## src/rtl/cit_pkg.sv

```systemverilog
package cit_pkg;
    localparam int NUM_EV     = 3;
    localparam int EV_STARTED = 0;
    localparam int EV_STOPPED = 1;
    localparam int EV_TIMEOUT = 2;

    typedef struct packed {
        logic go;
        logic halt;
    } task_t;
endpackage

```

## src/rtl/cit_countdown.sv

```systemverilog
module cit_countdown #(
    parameter int LOAD_W = 8
) (
    input  logic              clk,
    input  logic              rst_n,
    input  logic              load_i,
    input  logic [LOAD_W-1:0] load_val_i,
    input  logic              cancel_i,
    output logic              busy_o,
    output logic              expire_o
);
    typedef struct packed {
        logic              busy;
        logic [LOAD_W-1:0] rem;
    } cnt_t;

    cnt_t cnt_d, cnt_q;
    logic last_tick;

    always_comb begin
        cnt_d     = cnt_q;
        last_tick = cnt_q.busy && (cnt_q.rem <= LOAD_W'(1));
        expire_o  = last_tick && !cancel_i;
        if (cancel_i) begin
            cnt_d.busy = 1'b0;
            cnt_d.rem  = '0;
        end else if (cnt_q.busy) begin
            if (last_tick) begin
                cnt_d.busy = 1'b0;
                cnt_d.rem  = '0;
            end else begin
                cnt_d.rem = cnt_q.rem - LOAD_W'(1);
            end
        end else if (load_i) begin
            cnt_d.busy = 1'b1;
            cnt_d.rem  = load_val_i;
        end
    end

    always_ff @(posedge clk or negedge rst_n) begin
        if (!rst_n) cnt_q <= '0;
        else        cnt_q <= cnt_d;
    end

    assign busy_o = cnt_q.busy;
endmodule

```

## src/rtl/cit_event_bank.sv

```systemverilog
module cit_event_bank #(
    parameter int NUM = 3
) (
    input  logic           clk,
    input  logic           rst_n,
    input  logic [NUM-1:0] set_i,
    input  logic [NUM-1:0] clr_i,
    input  logic [NUM-1:0] en_i,
    output logic [NUM-1:0] flag_o,
    output logic [NUM-1:0] pulse_o,
    output logic           irq_o
);
    for (genvar g = 0; g < NUM; g++) begin : g_ev
        typedef struct packed {
            logic flag;
            logic pulse;
        } ev_t;

        ev_t ev_d, ev_q;

        always_comb begin
            ev_d.pulse = set_i[g];
            if (set_i[g])      ev_d.flag = 1'b1;
            else if (clr_i[g]) ev_d.flag = 1'b0;
            else               ev_d.flag = ev_q.flag;
        end

        always_ff @(posedge clk or negedge rst_n) begin
            if (!rst_n) ev_q <= '0;
            else        ev_q <= ev_d;
        end

        assign flag_o[g]  = ev_q.flag;
        assign pulse_o[g] = ev_q.pulse;
    end

    assign irq_o = |(flag_o & en_i);
endmodule

```

## src/rtl/cal_interval_timer.sv

```systemverilog
module cal_interval_timer #(
    parameter int INTERVAL_W        = 7,
    parameter int TICKS_PER_QUARTER = 62_500_000
) (
    input  logic                  clk,
    input  logic                  rst_n,
    input  logic [INTERVAL_W-1:0] interval_i,
    input  logic                  start_i,
    input  logic                  stop_i,
    input  logic [2:0]            evt_clr_i,
    input  logic [2:0]            irq_en_i,
    output logic [2:0]            evt_o,
    output logic [2:0]            pub_o,
    output logic                  irq_o
);
    import cit_pkg::*;

    localparam int LOAD_W = INTERVAL_W + $clog2(TICKS_PER_QUARTER + 1);

    task_t              tsk;
    logic               busy;
    logic               expire;
    logic [LOAD_W-1:0]  load_val;
    logic [NUM_EV-1:0]  ev_set;

    always_comb begin
        tsk.halt = stop_i;
        tsk.go   = start_i && !stop_i;
        load_val = LOAD_W'(interval_i) * LOAD_W'(TICKS_PER_QUARTER);
        ev_set                = '0;
        ev_set[EV_STARTED]    = tsk.go;
        ev_set[EV_STOPPED]    = tsk.halt;
        ev_set[EV_TIMEOUT]    = expire;
    end

    cit_countdown #(.LOAD_W(LOAD_W)) u_cnt (
        .clk        (clk),
        .rst_n      (rst_n),
        .load_i     (tsk.go),
        .load_val_i (load_val),
        .cancel_i   (tsk.halt),
        .busy_o     (busy),
        .expire_o   (expire)
    );

    cit_event_bank #(.NUM(NUM_EV)) u_ev (
        .clk     (clk),
        .rst_n   (rst_n),
        .set_i   (ev_set),
        .clr_i   (evt_clr_i),
        .en_i    (irq_en_i),
        .flag_o  (evt_o),
        .pulse_o (pub_o),
        .irq_o   (irq_o)
    );
endmodule

```

## config.mk

```make
export PLATFORM = sky130hd
export DESIGN_NAME = cal_interval_timer
export DESIGN_NICKNAME = d
export VERILOG_FILES = /design/src/rtl/cit_pkg.sv /design/src/rtl/cit_countdown.sv /design/src/rtl/cit_event_bank.sv /design/src/rtl/cal_interval_timer.sv
export SDC_FILE = /design/constraint.sdc
export NUM_CORES = 1
export LEC_CHECK = 0
export BUFFER_PORTS_ARGS = -buffer_cell sky130_fd_sc_hd__buf_4
export CORE_UTILIZATION = 60
export DETAILED_ROUTE_END_ITERATION = 8
export PLACE_DENSITY = 0.84
export REMOVE_ABC_BUFFERS = 1
export SLEW_MARGIN = 20
export SYNTH_ARGS = -nofsm -noshare
export SYNTH_HDL_FRONTEND = slang
export SYNTH_HIERARCHICAL = 1
export SYNTH_SLANG_ARGS = --single-unit
```

## constraint.sdc

```tcl
create_clock -name clk -period 3.5 [get_ports clk]
set_input_delay 0.175 -clock clk [delete_from_list [all_inputs] [get_ports clk]]
set_output_delay 0.175 -clock clk [all_outputs]
set_load 0.02 [all_outputs]
```

**Yosys cells after proc, flatten, opt, wreduce, memory -nomap -nowiden**

Cells that the tools add are included.

- Input bits: 17
- Register bits after elaboration: 40

- Mux-type cells: 11
- $lt $le $gt $ge: 1
- $mul: 1
- Bitwise operators: 1
- Add/subtract/negate cells: 1
- Reductions and logical operators: 9

Operators by type and width:

| operator | count |
|---|---|
| $mux W34 | 3 |
| $le A33 B1 Y1 const B | 1 |
| $mux W33 | 1 |
| $sub A33 B1 Y33 const B | 1 |
| $mul A7 B21 Y28 const B | 1 |
| $mux W1 | 7 |
| $reduce_bool A2 Y1 | 3 |
| $and A3 B3 Y3 | 1 |
| $logic_and A1 B1 Y1 | 3 |
| $reduce_bool A3 Y1 | 1 |
| $reduce_or A3 Y1 | 1 |
| $logic_not A1 Y1 | 1 |

**Longest topological paths before layout**

Gate-level depths: netlist (run 1).

- Word-level depth: 5
- Gate-level depth with buffers: 20
- Gate-level depth less buffers: 19

**Hierarchy**

The synthesis (run 1) kept the hierarchy.

Modules (own cells, without submodules):

| module | area each (um^2) | cells an instance | sequential area each (um^2) | times used |
|---|---|---|---|---|
| cal_interval_timer | 2941.6 | 341 | 0.0 | 1 |
| cit_countdown | 2346.0 | 288 | 850.8 | 1 |
| cit_event_bank | 198.9 | 14 | 150.1 | 1 |

**Least setup slack after synthesis (run 1)**

OpenSTA, ideal clock, no wires.

- Path type: in2reg
- Start point: in interval_i[4]
- End point: reg u_cnt/cnt_q[31] in the netlist's numbering
- Cell stages on the path: 16
- Data arrival time: 3.832 ns
- Slack: -0.461 ns
- Cells stage by stage: fa_1 -> xor2_1 -> ha_1 -> fa_1 -> inv_1 -> fa_1 -> inv_1 -> ha_1 -> nand2_1 -> a21oi_1 -> a2111oi_1 -> nor4b_1 -> a311oi_2 -> xnor2_1 -> a22oi_1 -> o22ai_1

- Word-level cells in the longest chain between the ends: 4

RTL lines:

| element | line | source |
|---|---|---|
| start: declaration | cal_interval_timer.sv:7 | `input logic [INTERVAL_W-1:0] interval_i,` |
| $mul A7 B21 Y28 | cal_interval_timer.sv:29 | `load_val = LOAD_W'(interval_i) * LOAD_W'(TICKS_PER_QUARTER);` |
| net load_val[31] | cal_interval_timer.sv:23 | `logic [LOAD_W-1:0] load_val;` |
| $mux W34 | cit_countdown.sv:34 | `end else if (load_i) begin` |
| $mux W34 | cit_countdown.sv:27 | `end else if (cnt_q.busy) begin` |
| $mux W34 | cit_countdown.sv:24 | `if (cancel_i) begin` |
| end signal: assignment | cit_countdown.sv:42 | `else cnt_q <= cnt_d;` |
| end: declaration | cit_countdown.sv:17 | `cnt_t cnt_d, cnt_q;` |

The timed path passes the listed nets, and every way through them passes these cells. The select of a mux whose other input is x is not followed.
A chain may end at the register's enable or synchronous reset.

**Worst setup path after layout (run 1)**

- Start point: in interval_i[3]
- End point: reg u_cnt/cnt_q[25] in the netlist's numbering

Same word-level chain as after synthesis.

==> flow_summary.json, run 1 <==
{
  "status": "finished, violations left",
  "failed_checks": "DRC, setup timing",
  "post_synth.cell_area_avg_um2": 8.533,
  "gr-total-overflow": 0,
  "synth_warnings": 6,
  "firstDrtPassIters": 9,
  "grt_pass1_vias": 5993,
  "clkTransAtPathRegs_ns": 0.11,
  "maxSlewViolCount": 0,
  "grt_pass1_wl_mm": 30.64,
  "p_leak_uw": 0.003542,
  "ys_ff_latch": 40,
  "dp_slack_ns": -0.8255,
  "layout_setup_ws_ns": -0.7101,
  "crit_path_end_kind": "register",
  "synth-async-reset-ratio_pct": 100.0,
  "synth_area_um2": 5487,
  "dieHeight_um": 97.63,
  "clock.fmax_ghz": 0.2375,
  "total_power_uw": 6251,
  "path_cells": "buf_4 -> buf_4 -> fa_2 -> xor2_2 -> fa_1 -> ha_1 -> ha_4 -> a21o_1 -> a21o_1 -> a21oi_2 -> nand3_1 -> o21ai_2 -> xnor2_1 -> nand2_1 -> o31a_1 -> o32ai_2 -> a221o_1",
  "critPathLaunchType": "input port",
  "clockBufferDepth": 2,
  "drv_cap": 0,
  "vias": 6458,
  "cts_tree": "yes",
  "fin_nets": 894,
  "rsz0062_at_grt": "true",
  "critical_path_class": "in2reg",
  "synthDominantCellAreaShare_pct": 18.24,
  "ys_top_cells_by_area": "dfrtp_1 (18%), ha_1 (16%), fa_1 (10%)",
  "timing.rr.start": "u_cnt/cnt_q[12]",
  "crit_buf_inv": 2,
  "htree_levels": 2,
  "gp_congestion": 0.9452,
  "drive_gt1_share_pct": 35.86,
  "antenna_found_initial": 0,
  "initial_core_util_pct": 62.30,
  "finClkSkew_ns": 0.02514,
  "synthesis.instances": 643,
  "drtIter0Drc": 1012,
  "grt.total_usage_pct": 40.18,
  "antenna_cells": 0,
  "power.density_nw_per_um2": 822.0,
  "fin_hold_ws_ns": 0.1197,
  "grt_max_degree": 41,
  "dieArea_um2": 9531,
  "routed_via_density": 7.289,
  "clock_latency_ns": 0.32,
  "critPathSlowestCell": "fa_2",
  "post-route-util_pct": 86.36,
  "place_hpwl_mm": 11.61,
  "io_buffers": 23,
  "crit_family": "adder cells",
  "fin_crit_sh_pct": 120.3,
  "seq_area_frac_synth_pct": 18.24,
  "synth_top_cell_by_area": "dfrtp_1",
  "vdd.ir_drop.worst_mv": 0.4303,
  "wl_mm": 23.18,
  "post_drt_wl_per_cell_um": 26.17,
  "max_slew_margin_pct": 44.61,
  "layout-area-overhead-vs-synth_pct": 38.61,
  "max_stage_delay_ns": 0.66,
  "finalSetupViolCount": 17,
  "synth_edf_count": 0,
  "ys.flop_type": "dfrtp_1",
  "fillers": 410,
  "ios": 24,
  "synth.distinct_cells": 78,
  "hold_viol": 0,
  "numCtsBuffers": 5,
  "crit_path_start": "interval_i[3]",
  "antenna_left": 0,
  "num_rows": 34,
  "min_period_ns": 4.210,
  "min_from": "stop_i",
  "fp.coreArea_um2": 8806,
  "clock_sinks": 40,
  "required_ns": 3.71,
  "critPathArrivalTime_ns": 4.42,
  "critPathMaxFanout": 5,
  "drc": 1,
  "hold_path.class": "in2reg",
  "cts_root_buf": "clkbuf_8",
  "worst_pin_slew_ns": 0.8278,
  "die_w_um": 97.63
}
==> report_power, final <==
group	internal, uW	total (uW)	leakage, uW	switching, uW
registers	565	728	0.000533	163
logic	2270	5110	0.00295	2840
clock network	215	416	0.0000548	201
==> worst reg2reg max path, stage by stage (launching register included) <==
cell	delay (ns)
dfrtp_1	0.42
or4_4	0.56
or4_4	0.49
or4_4	0.55
a21oi_4	0.44
or3_1	0.21
buf_4	0.23
o21ai_0	0.17
==> final timing paths <==
kind | depth (start not counted) | slack [ns] | end
setup / recovery | 17 | -0.71 | u_cnt/cnt_q[25]
hold reg to reg | 1 | 0.50 | u_cnt/cnt_q[32]
max in group asynchronous | 2 | 2.75 | u_cnt/cnt_q[3]
hold / removal | 1 | 0.12 | u_ev/pulse_o[1]
min in group asynchronous | 2 | 0.37 | u_cnt/cnt_q[17]
setup reg to reg | 7 | 0.29 | u_cnt/cnt_q[14]
==> state kept, by name (all words and copies together) (netlist names) <==
signal        cells
u_cnt/cnt_q      33
u_cnt/busy_o      1
u_ev/pulse_o      3
u_ev/flag_o       3
==> cell families (layout without fill, tap and decap cells) <==
kind of cell | after synthesis | in the layout | synth area share, %
xor gates and xnor gates | 29 | 29 | 4.629
DFF | 40 | 40 | 18.24
adders and majority gates | 100 | 100 | 26.64
AOI/OAI and AO/OA | 188 | 188 | 23.56
and+or+nand+nor | 188 | 188 | 18.61
other | 1 | 5 | 0.06835
buffers and inverters | 90 | 221 | 6.978
muxes | 7 | 7 | 1.277
==> synth_stat cells, types with 3 or more instances <==
master     number
a211oi_1        3
a21o_1         21
a21oi_1        55
a22oi_1         7
a31oi_1         3
and2_1          4
and3_1          9
buf_2           3
buf_4           5
buf_6           3
clkbuf_1       21
dfrtp_1        40
fa_1           28
ha_1           72
inv_1          57
mux2i_1         7
nand2_1        40
nand2b_1        5
nand3_1         9
nand4_1         9
nor2_1         32
nor2b_1         6
nor3_1         25
nor4_1          9
o211ai_1        5
o21a_1          3
o21ai_0        41
o22ai_1         5
o2bb2ai_1       5
o311a_1         4
or2_2           3
or3_1          13
or4_1           6
or4_4           3
xnor2_1        17
xor2_1         12
==> per-stage QoR <==
step / instance area (um2) / std cells / TNS, ns
2_1_floorplan: 5336 / 615 / -2.698
5_1_grt: 7605 / 886 / -7.740
3_3_place_gp: 6492 / 855 / -7.909
3_5_place_dp: 6492 / 855 / -10.27
6_report: 7605 / 886 / -6.643
4_1_cts: 7262 / 878 / -1.041
==> placed cells by master (no fill, tap or decap), types with 9 or more instances in the layout <==
cell / count
a21o_1: 21
a21oi_1: 46
buf_4: 133
buf_6: 16
dfrtp_1: 40
fa_1: 24
ha_1: 45
ha_4: 24
inv_1: 51
nand2_1: 34
nand4_1: 9
nor2_1: 28
nor3_1: 20
o21ai_0: 31
or3_1: 13
xnor2_1: 14
==> final cells by class <==
| type | count | area (um2) | share of cell area, % |
|---|---|---|---|
| tap | 108 | 135.1 | 1.777 |
| inverter | 58 | 217.7 | 2.863 |
| sequential | 40 | 1001 | 13.16 |
| multi-input combinational | 517 | 4852 | 63.80 |
| clock inverter | 3 | 46.29 | 0.6088 |
| clock buffer | 5 | 68.82 | 0.9049 |
| timing repair buffer | 155 | 1284 | 16.88 |
==> per-layer routing <==
layer  routed length (um)  vias to the layer above  track usage, %  part of all wire [%]
met5                   39                        -               0                  0.17
met2                 9879                      631           66.72                    43
li1                     -                     2596               -                     -
met4                 2314                        2           17.02                    10
met1                 7823                     2963           51.44                    34
met3                 3126                      266           7.050                    13
==> timing repair <==
action	CTS	global route
setup buffers	15	9
resized for setup	90	56
pin swaps	72	40
endpoints found under the hold margin	40	0
setup endpoints to repair	16	16
hold buffers	1	0
Note: power is estimated with default switching activity, not from simulation.
==> run 2: changes to the inputs <==
- SYNTH_HIERARCHICAL: 1 -> unset
==> run 2 against run 1 <==
Compared with the run above: the run ends with setup timing left; critical path depth increased by 1; highest routed layer is now met4; first-iteration DRC count decreased by 37%; clock skew decreased by 0.019 ns; register-to-register slack improved by 0.05 ns; non-clock buffer count decreased by 6; sequential power decreased by 5.6%; combinational power decreased by 16%; critical endpoint is now u_cnt.cnt_q[31]; cell count decreased by 5.0%; via count decreased by 7.9%; global-route usage increased by 1.4 points; largest cell class unchanged; fmax increased by 7.2%.
==> flow_summary.json, run 2 <==
{
  "multi_input_area_um2": 4462,
  "critPathLaunchType": "input port",
  "io_buffers": 23,
  "max_flop_register": "u_cnt.cnt_q",
  "crit_path_start": "interval_i[5]",
  "failed_checks": "setup timing",
  "ys_top_cells_by_area": "dfrtp_1 (20%), ha_1 (17%), fa_1 (12%)",
  "synthDominantCellAreaShare_pct": 19.56,
  "finalSetupViolCount": 15,
  "gr-total-overflow": 0,
  "clock.fmax_ghz": 0.2545,
  "critPathMostFrequentCell": "ha_1",
  "grt_pass1_wl_mm": 28.26,
  "synth.distinct_cells": 68,
  "min_to": "u_ev.flag_o[0]",
  "most-common-layout-cells": "buf_4 (126), inv_1 (51), ha_1 (51)",
  "grt_pass1_vias": 5655,
  "drtIter0Drc": 636,
  "ios": 24,
  "hold_depth": 2,
  "post-route-util_pct": 87.60,
  "post_drt_wl_per_cell_um": 25.06,
  "post_synth.cell_area_avg_um2": 8.630,
  "r2r-end": "u_cnt.cnt_q[30]",
  "largest_register_ffs": 33,
  "min_period_ns": 3.929,
  "max_stage_delay_ns": 0.54,
  "antenna_cells": 0,
  "ys_ff_latch": 40,
  "numCtsBuffers": 5,
  "die_w_um": 94.35,
  "rsz0062_at_grt": "true",
  "dieArea_um2": 8902,
  "min_from": "evt_clr_i[0]",
  "critical_path_class": "in2reg",
  "critPathArrivalTime_ns": 4.10,
  "clock_latency_ns": 0.30,
  "grt.total_usage_pct": 41.57,
  "worst_pin_slew_ns": 0.8214,
  "ys.flop_type": "dfrtp_1",
  "drive_gt1_share_pct": 35.14,
  "fin_crit_sh_pct": 112.3,
  "fp.coreArea_um2": 8217,
  "hold_viol": 0,
  "synth_top_cell_by_area": "dfrtp_1",
  "antenna_found_initial": 0,
  "layout-area-overhead-vs-synth_pct": 40.66,
  "wl_mm": 21.10,
  "crit_family": "adder cells",
  "rr_worst_depth": 7,
  "stdcell_count": 842,
  "yosys-top-cells-count": "ha_1 (70), inv_1 (64), dfrtp_1 (40), nand2_1 (40), nor2_1 (39)",
  "cts_root_buf": "clkbuf_8",
  "layout_setup_ws_ns": -0.4288,
  "firstDrtPassIters": 5,
  "synth_area_um2": 5117,
  "path_cells": "buf_8 -> buf_6 -> ha_4 -> xor2_2 -> ha_1 -> ha_1 -> inv_1 -> fa_1 -> inv_1 -> ha_1 -> nand2_2 -> nor2_1 -> a2111oi_2 -> buf_4 -> a21boi_4 -> o311ai_2 -> mux2i_1 -> o2111ai_1",
  "synth_warnings": 0,
  "clock_sinks": 40,
  "required_ns": 3.67,
  "htree_levels": 2,
  "place_hpwl_mm": 11.26,
  "yosysMostFrequentCell": "ha_1",
  "synth-async-reset-ratio_pct": 100.0,
  "antenna_left": 0,
  "synthesis.instances": 593,
  "routed_via_density": 7.063,
  "crit_path_end_kind": "register",
  "seq_area_frac_synth_pct": 19.56,
  "drv_cap": 0,
  "gp_congestion": 0.9182,
  "finClkSkew_ns": 0.006100,
  "critPathMaxFanout": 4,
  "seqCellArea_um2": 1001,
  "fillers": 361,
  "fin_nets": 853,
  "clkTransAtPathRegs_ns": 0.08,
  "p_leak_uw": 0.003404,
  "timing.rr.start": "u_cnt.cnt_q[12]",
  "vdd.ir_drop.worst_mv": 0.3596,
  "num_rows": 33,
  "max_slew_margin_pct": 45.04,
  "cts_tree": "yes",
  "drc": 0,
  "power.density_nw_per_um2": 738.7,
  "clockBufferDepth": 2,
  "r2r_setup_slack_ns": 0.34,
  "status": "finished, violations left",
  "hold_path.class": "in2reg",
  "initial_core_util_pct": 62.28,
  "maxSlewViolCount": 0,
  "synth_edf_count": 0,
  "dpl.cell_count": 817,
  "crit_buf_inv": 5,
  "dieHeight_um": 94.35,
  "vias": 5947,
  "grt_max_degree": 41,
  "critPathSlowestCell": "fa_1",
  "layout_commonest_cell": "buf_4"
}
-- run 2: cell types whose count changed after synthesis, moves of 6 or more --
cell	previous run	this run
a21oi_1	55	30
nor3_1	25	17
o31ai_1	2	11
o21ai_1	1	17
nor2_1	32	39
o21ai_0	41	31
and3_1	9	2
clkbuf_1	21	11
mux2i_1	7	1
inv_1	57	64
-- run 2: repair_timing --
action                                 CTS  global route
setup endpoints to repair               16            16
hold buffers                             1             0
pin swaps                               52            50
endpoints found under the hold margin   40             0
setup buffers                           10             8
resized for setup                       90            73
-- run 2: stage by stage --
step / worst slack [ns] / power, uW / area (um2) / TNS (ns) / hold WS (ns)
5_1_grt: -0.4701 / 5494 / 7198 / -4.749 / 0.08332
6_report: -0.4288 / 5317 / 7198 / -3.932 / 0.06511
3_5_place_dp: -0.9849 / 3555 / 6182 / -10.86 / 0.1856
3_3_place_gp: -0.9493 / 3423 / 6182 / -9.424 / 0.1775
4_1_cts: -0.1482 / 4274 / 6807 / -0.8452 / 0.07161
2_1_floorplan: -0.7169 / 2420 / 5060 / -3.943 / -0.1206
-- run 2: cell type report --
class,instances,share of cell area [%]
multi-input cells,473,61.99
well taps,105,1.825
repair buffers,149,17.40
inverters,67,3.633
clock buffers,8,1.252
flip-flops and latches,40,13.91
-- run 2: where the power goes --
part           internal [uW]  switching [uW]  leakage (uW)
sequential               554             132      0.000528
clock                    161             169     0.0000455
combinational           1970            2330       0.00283
total                   2680            2640       0.00340
-- run 2: layer usage --
metal / GRT usage [%] / share of wire (%)
met5: 0 / 0
met4: 26.03 / 10
met2: 74.28 / 47
met3: 6.522 / 9.9
met1: 45.91 / 33
-- run 2: cells by family (layout without fill, tap and decap cells) --
group                      count (synthesis)  count (layout)  synth area share [%]
muxes                                      3               3                0.6357
DFF                                       40              40                 19.56
buffers and inverters                     80             224                 6.039
xor gates and xnor gates                  36              36                 6.161
adders and majority gates                100             100                 28.85
and+or+nand+nor                          168             168                 17.43
AOI/OAI and AO/OA                        166             166                 21.32
-- run 2: worst max path at each step --
stage                                 end  slack, ns  cells past startpoint
after floorplan           u_cnt.cnt_q[31]      -0.72                     16
after global placement    u_cnt.cnt_q[29]      -0.95                     19
after detailed placement  u_cnt.cnt_q[31]      -0.98                     18
after CTS                 u_cnt.cnt_q[26]      -0.15                     18
after global routing      u_cnt.cnt_q[31]      -0.47                     18
final                     u_cnt.cnt_q[31]      -0.43                     18
